File: src/rtl/fcw_pkg.sv
package fcw_pkg;
  localparam int QPC = 4;
  typedef enum logic [1:0] {
    Q_IN_DATA  = 2'd0,
    Q_IN_CTRL  = 2'd1,
    Q_OUT_DATA = 2'd2,
    Q_OUT_CTRL = 2'd3
  } fcw_queue_e;
endpackage

File: src/rtl/fcw_occ.sv
module fcw_occ #(
  parameter int DEPTH = 256,
  parameter int CW    = $clog2(DEPTH + 1)
) (
  input  logic          clk,
  input  logic          rst_n,
  input  logic          flush,
  input  logic          push,
  input  logic          pop,
  output logic [CW-1:0] occ,
  output logic          ovf,
  output logic          unf
);
  localparam logic [CW-1:0] FULL = CW'(DEPTH);

  logic up, dn;
  assign up = push & ~pop;
  assign dn = pop & ~push;

  always_ff @(posedge clk or negedge rst_n) begin
    if (!rst_n) begin
      occ <= '0;
      ovf <= 1'b0;
      unf <= 1'b0;
    end else if (flush) begin
      occ <= '0;
      ovf <= 1'b0;
      unf <= 1'b0;
    end else begin
      ovf <= up && (occ == FULL);
      unf <= dn && (occ == '0);
      if (up && occ != FULL)
        occ <= occ + 1'b1;
      else if (dn && occ != '0)
        occ <= occ - 1'b1;
    end
  end
endmodule

File: src/rtl/fcw_mark.sv
module fcw_mark #(
  parameter int CW   = 9,
  parameter int WM_W = 8
) (
  input  logic            clk,
  input  logic            rst_n,
  input  logic            flush,
  input  logic [CW-1:0]   occ,
  input  logic [WM_W-1:0] lo,
  input  logic [WM_W-1:0] hi,
  output logic            nf
);
  localparam int MW = (CW > WM_W) ? CW : WM_W;

  logic [MW-1:0] occ_x, lo_x, hi_x;
  assign occ_x = MW'(occ);
  assign lo_x  = MW'(lo);
  assign hi_x  = MW'(hi);

  always_ff @(posedge clk or negedge rst_n) begin
    if (!rst_n)
      nf <= 1'b0;
    else if (flush)
      nf <= 1'b0;
    else if (occ_x >= hi_x)
      nf <= 1'b1;
    else if (occ_x <= lo_x)
      nf <= 1'b0;
  end
endmodule

File: src/rtl/fcw_channel.sv
module fcw_channel
  import fcw_pkg::*;
#(
  parameter int DEPTH = 256,
  parameter int WM_W  = 8,
  localparam int CW   = $clog2(DEPTH + 1)
) (
  input  logic                clk,
  input  logic                rst_n,
  input  logic                flush,
  input  logic [QPC-1:0]      push,
  input  logic [QPC-1:0]      pop,
  input  logic [QPC*WM_W-1:0] wm_lo,
  input  logic [QPC*WM_W-1:0] wm_hi,
  output logic [QPC-1:0]      near_full,
  output logic                ready,
  output logic                pause,
  output logic [QPC-1:0]      ovf_err,
  output logic [QPC-1:0]      unf_err
);
  logic flush_q;

  for (genvar q = 0; q < QPC; q++) begin : g_q
    logic [CW-1:0] occ;

    fcw_occ #(.DEPTH(DEPTH), .CW(CW)) u_occ (
      .clk   (clk),
      .rst_n (rst_n),
      .flush (flush),
      .push  (push[q]),
      .pop   (pop[q]),
      .occ   (occ),
      .ovf   (ovf_err[q]),
      .unf   (unf_err[q])
    );

    fcw_mark #(.CW(CW), .WM_W(WM_W)) u_mark (
      .clk   (clk),
      .rst_n (rst_n),
      .flush (flush),
      .occ   (occ),
      .lo    (wm_lo[q*WM_W +: WM_W]),
      .hi    (wm_hi[q*WM_W +: WM_W]),
      .nf    (near_full[q])
    );
  end

  always_ff @(posedge clk or negedge rst_n) begin
    if (!rst_n) flush_q <= 1'b0;
    else        flush_q <= flush;
  end

  assign ready = ~flush_q & ~near_full[int'(Q_OUT_DATA)] & ~near_full[int'(Q_OUT_CTRL)];
  assign pause = near_full[int'(Q_IN_DATA)] | near_full[int'(Q_IN_CTRL)];
endmodule

File: src/rtl/fcw_flow_ctl.sv
module fcw_flow_ctl #(
  parameter int NUM_CH = 2,
  parameter int DEPTH  = 256,
  parameter int WM_W   = 8,
  localparam int QN    = NUM_CH * fcw_pkg::QPC
) (
  input  logic               clk,
  input  logic               rst_n,
  input  logic [QN-1:0]      push,
  input  logic [QN-1:0]      pop,
  input  logic [NUM_CH-1:0]  flush,
  input  logic [QN*WM_W-1:0] wm_lo,
  input  logic [QN*WM_W-1:0] wm_hi,
  output logic [QN-1:0]      near_full,
  output logic [NUM_CH-1:0]  ready,
  output logic [NUM_CH-1:0]  pause,
  output logic [QN-1:0]      ovf_err,
  output logic [QN-1:0]      unf_err
);
  localparam int Q = fcw_pkg::QPC;

  for (genvar c = 0; c < NUM_CH; c++) begin : g_ch
    fcw_channel #(.DEPTH(DEPTH), .WM_W(WM_W)) u_ch (
      .clk       (clk),
      .rst_n     (rst_n),
      .flush     (flush[c]),
      .push      (push[c*Q +: Q]),
      .pop       (pop[c*Q +: Q]),
      .wm_lo     (wm_lo[c*Q*WM_W +: Q*WM_W]),
      .wm_hi     (wm_hi[c*Q*WM_W +: Q*WM_W]),
      .near_full (near_full[c*Q +: Q]),
      .ready     (ready[c]),
      .pause     (pause[c]),
      .ovf_err   (ovf_err[c*Q +: Q]),
      .unf_err   (unf_err[c*Q +: Q])
    );
  end
endmodule

File: config.mk
export PLATFORM = sky130hd
export DESIGN_NAME = fcw_flow_ctl
export DESIGN_NICKNAME = d
export VERILOG_FILES = /design/src/rtl/fcw_pkg.sv /design/src/rtl/fcw_occ.sv /design/src/rtl/fcw_mark.sv /design/src/rtl/fcw_channel.sv /design/src/rtl/fcw_flow_ctl.sv
export SDC_FILE = /design/constraint.sdc
export NUM_CORES = 1
export LEC_CHECK = 0
export BUFFER_PORTS_ARGS = -buffer_cell sky130_fd_sc_hd__buf_4
export CAP_MARGIN = 20
export CORE_MARGIN = 10
export CORE_UTILIZATION = 30
export DETAILED_ROUTE_END_ITERATION = 7
export GPL_TIMING_DRIVEN = 0
export PLACE_DENSITY_LB_ADDON = 0.05
export SYNTH_ARGS = -nofsm -noshare
export SYNTH_HDL_FRONTEND = slang
export SYNTH_SLANG_ARGS = --single-unit
File: constraint.sdc
create_clock -name clk -period 3.7 [get_ports clk]
set_input_delay 0.37 -clock clk [delete_from_list [all_inputs] [get_ports clk]]
set_output_delay 0.37 -clock clk [all_outputs]
set_load 0.01 [all_outputs]
==> flow_summary.yaml <==
sta:
  finalSetupViolations: 0
  skew_ns: 0.0142
  final-hold-violation-count: 0
  slew_headroom_pct: 47.5
  timing_worst_slew_pin_value_ns: 0.787
  setup_tns_ns: 0
  min_period_ns: 3.29
  fmax_mhz: 304
  post-route-period-util_pct: 89.0
  rsz0062_at_grt: "false"
  whs_ns: 0.129
  drv_slew: 0
synth:
  ys_ff_latch: 98
  synthCells: 1191
  ys_seq_area_share_pct: 23.6
  async_flop_share_pct: 100
  synth_edf_count: 0
  synth_warnings: 0
  synth.area.top_cells: "dfrtp_1, ha_1, inv_1"
  ys_dominant_reg_cell: "dfrtp_1"
  synth_area_mm2: 0.0104
  ys_types: 58
  avgSynthCellArea_um2: 8.71
  yosysTopAreaCell: "dfrtp_1"
  synth_top_cell_area_share_pct: 23.6
  synth.net_count: 1539
floorplanning:
  design.die.area_mm2: 0.0424
  ios: 176
  fp.dieW_um: 206
  start_util_pct: 30.2
  die_y_um: 206
  core_area_mm2: 0.0343
  row_count: 68
critical_path:
  crit_path_max_fanout: 9
  cp.required_ns: 3.98
  crit_buf_inv: 1
  critical_path_class: "register to register"
  crit_family: "compound AO/OA/AOI/OAI gates"
  crit_slowest_cell: "nor4_1"
  cp-end-kind: "register"
  crit_chain: "nor4_1 > and2_1 > a21o_1 > inv_1 > fa_1 > nor2b_1 > o2111ai_1 > a31oi_1 > nor2_1 > a2111o_1 > o211ai_1"
  critPathArrivalTime_ns: 3.57
  cpPeakStageDelay_ns: 0.50
  r2r_slack_ns: 0.41
  cp-start-kind: "register"
clock_network:
  hold_buffers: 1
  clock_latency_ns: 0.37
  root_buffer: "clkbuf_16"
  clkSinkCount: 98
  cts_buffers: 9
  post_cts_buffers: 0
  cts_max_level: 3
  cts_buffer_depth: 2
  post_cts_resized: 0
  clkTransAtPathRegs_ns: 0.08
  tritoncts: "yes"
global_routing:
  grt_first_pass_wirelength_um: 48700
  met3_usage_pct: 2.51
  globalRouteMet1Util_pct: 19.1
  top_usage_layer: "met2"
  grt_max_degree: 57
  overflow: 0
  antenna_found_initial: 0
  grtUsageTotal_pct: 14.2
  use_met2_pct: 23.0
  grt_pass1_vias: 9342
drt:
  drc_errors: 0
  routedWlPerCell_um: 16.3
  ant_nets: 0
  firstDrtPassIters: 5
  drt_iter0_drc: 472
  drt_wl_total_um: 29900
  via_per_inst: 4.87
  vias: 8965
cells_and_area:
  layout_common_cells: "buf_4, ha_1, inv_1"
  final_common_cell: "buf_4"
  layout-drive-gt1-share_pct: 18.2
  final_nets: 1727
  synthToLayoutAreaGrowth_pct: 21.3
  diodes: 0
  fill_cells: 3535
  stdcell_area_mm2: 0.0126
  postLayoutCoreUtil_pct: 36.7
placed_design:
  placed_area_mm2: 0.0123
  placement.io_buffers: 175
  gp_congestion: 0.814
  dp_hpwl_um: 23900
pwr:
  power_density_mw_per_mm2: 614
  p_leak_nw: 6.55
  ir_drop_v: 0.000225
hold_path:
  min_path_type: "primary input to register"
job:
  max-cap-violations: 0
outcome:
  status: "finished clean"
stage by stage:
stage          power [mW]  std cells  setup slack (ns)
6_report             7.72       1839             0.408
5_1_grt              8.62       1839            0.0453
4_1_cts              7.84       1839             0.355
3_5_place_dp         6.81       1822             0.355
3_3_place_gp         6.81       1821             0.373
2_1_floorplan        5.52       1191             0.781
metal layers:
| layer | part of all wire, % | routed length (µm) | up-vias |
|---|---|---|---|
| li1 | - | - | 4661 |
| met1 | 49 | 14700 | 4140 |
| met2 | 45 | 13600 | 143 |
| met3 | 4.2 | 1250 | 21 |
| met4 | 1.2 | 353 | 0 |
| met5 | 0 | 0 | - |
report_power, final:
group          total (mW)  internal, mW  switching, mW
logic                4.76          2.32           2.44
registers            2.00          1.43          0.574
clock network       0.962         0.483          0.479
total                7.72          4.23           3.49
final timing paths:
kind,depth (start not counted),start,end
setup / recovery,11,g_ch[0].u_ch.g_q[1].u_occ.occ[1],g_ch[0].u_ch.g_q[1].u_occ.occ[8]
hold / removal,1,flush[1],g_ch[1].u_ch.flush_q
setup reg to reg,11,g_ch[0].u_ch.g_q[1].u_occ.occ[1],g_ch[0].u_ch.g_q[1].u_occ.occ[8]
hold reg to reg,1,g_ch[0].u_ch.g_q[1].u_occ.occ[0],g_ch[0].u_ch.g_q[1].u_occ.occ[0]
max in group asynchronous,3,rst_n,g_ch[1].u_ch.g_q[3].u_mark.nf
min in group asynchronous,2,rst_n,g_ch[0].u_ch.g_q[0].u_occ.occ[1]
flip-flops by register name, indices dropped and copies added, names as in the netlist:
signal,flops
g_ch.u_ch.g_q.u_occ.unf,8
g_ch.u_ch.g_q.u_mark.nf,8
g_ch.u_ch.flush_q,2
g_ch.u_ch.g_q.u_occ.occ,72
g_ch.u_ch.g_q.u_occ.ovf,8
kinds of logic (layout without fill, tap and decap cells):
group / count (synthesis) / count (layout) / share of synthesized area [%]
compound gates: 304 / 304 / 20.9
buf+inv: 193 / 386 / 8.32
mux: 8 / 8 / 0.784
flops: 98 / 98 / 23.6
fa+ha+maj: 200 / 200 / 24.7
xor+xnor: 54 / 54 / 4.56
simple gates: 334 / 334 / 17.1
cells in the mapped netlist, drive strengths merged (2+ instances only):
cell type / count
a2111oi: 7
nor2: 57
o31ai: 54
nand3: 28
or4: 3
nand2b: 39
o32ai: 7
dfrtp: 98
a21oi: 45
buf: 46
and2: 7
a21o: 62
a31oi: 10
nor2b: 26
o21bai: 3
nor4: 22
nor3: 24
nand2: 88
a2111o: 7
o211ai: 16
xor2: 20
or2: 10
clkbuf: 10
o21a: 13
o2111ai: 7
a22oi: 8
a41oi: 5
inv: 137
fa: 8
xnor2: 34
a211oi: 16
mux2i: 7
nand3b: 5
a211o: 3
nand4: 17
o21ai: 33
o31a: 3
and4: 5
ha: 192
o311ai: 2
area by class of cell:
type                            instances  area, µm²  share of cell area, %
Multi-Input combinational cell        900       7060                   56.1
Sequential cell                        98       2450                   19.5
Timing Repair Buffer                  177       1360                   10.8
Tap cell                              455        569                   4.52
Inverter                              137        514                   4.09
Buffer                                 56        349                   2.77
Clock buffer                           10        239                   1.90
Clock inverter                          6       50.0                  0.398
Note: power is estimated with default switching activity, not from simulation.
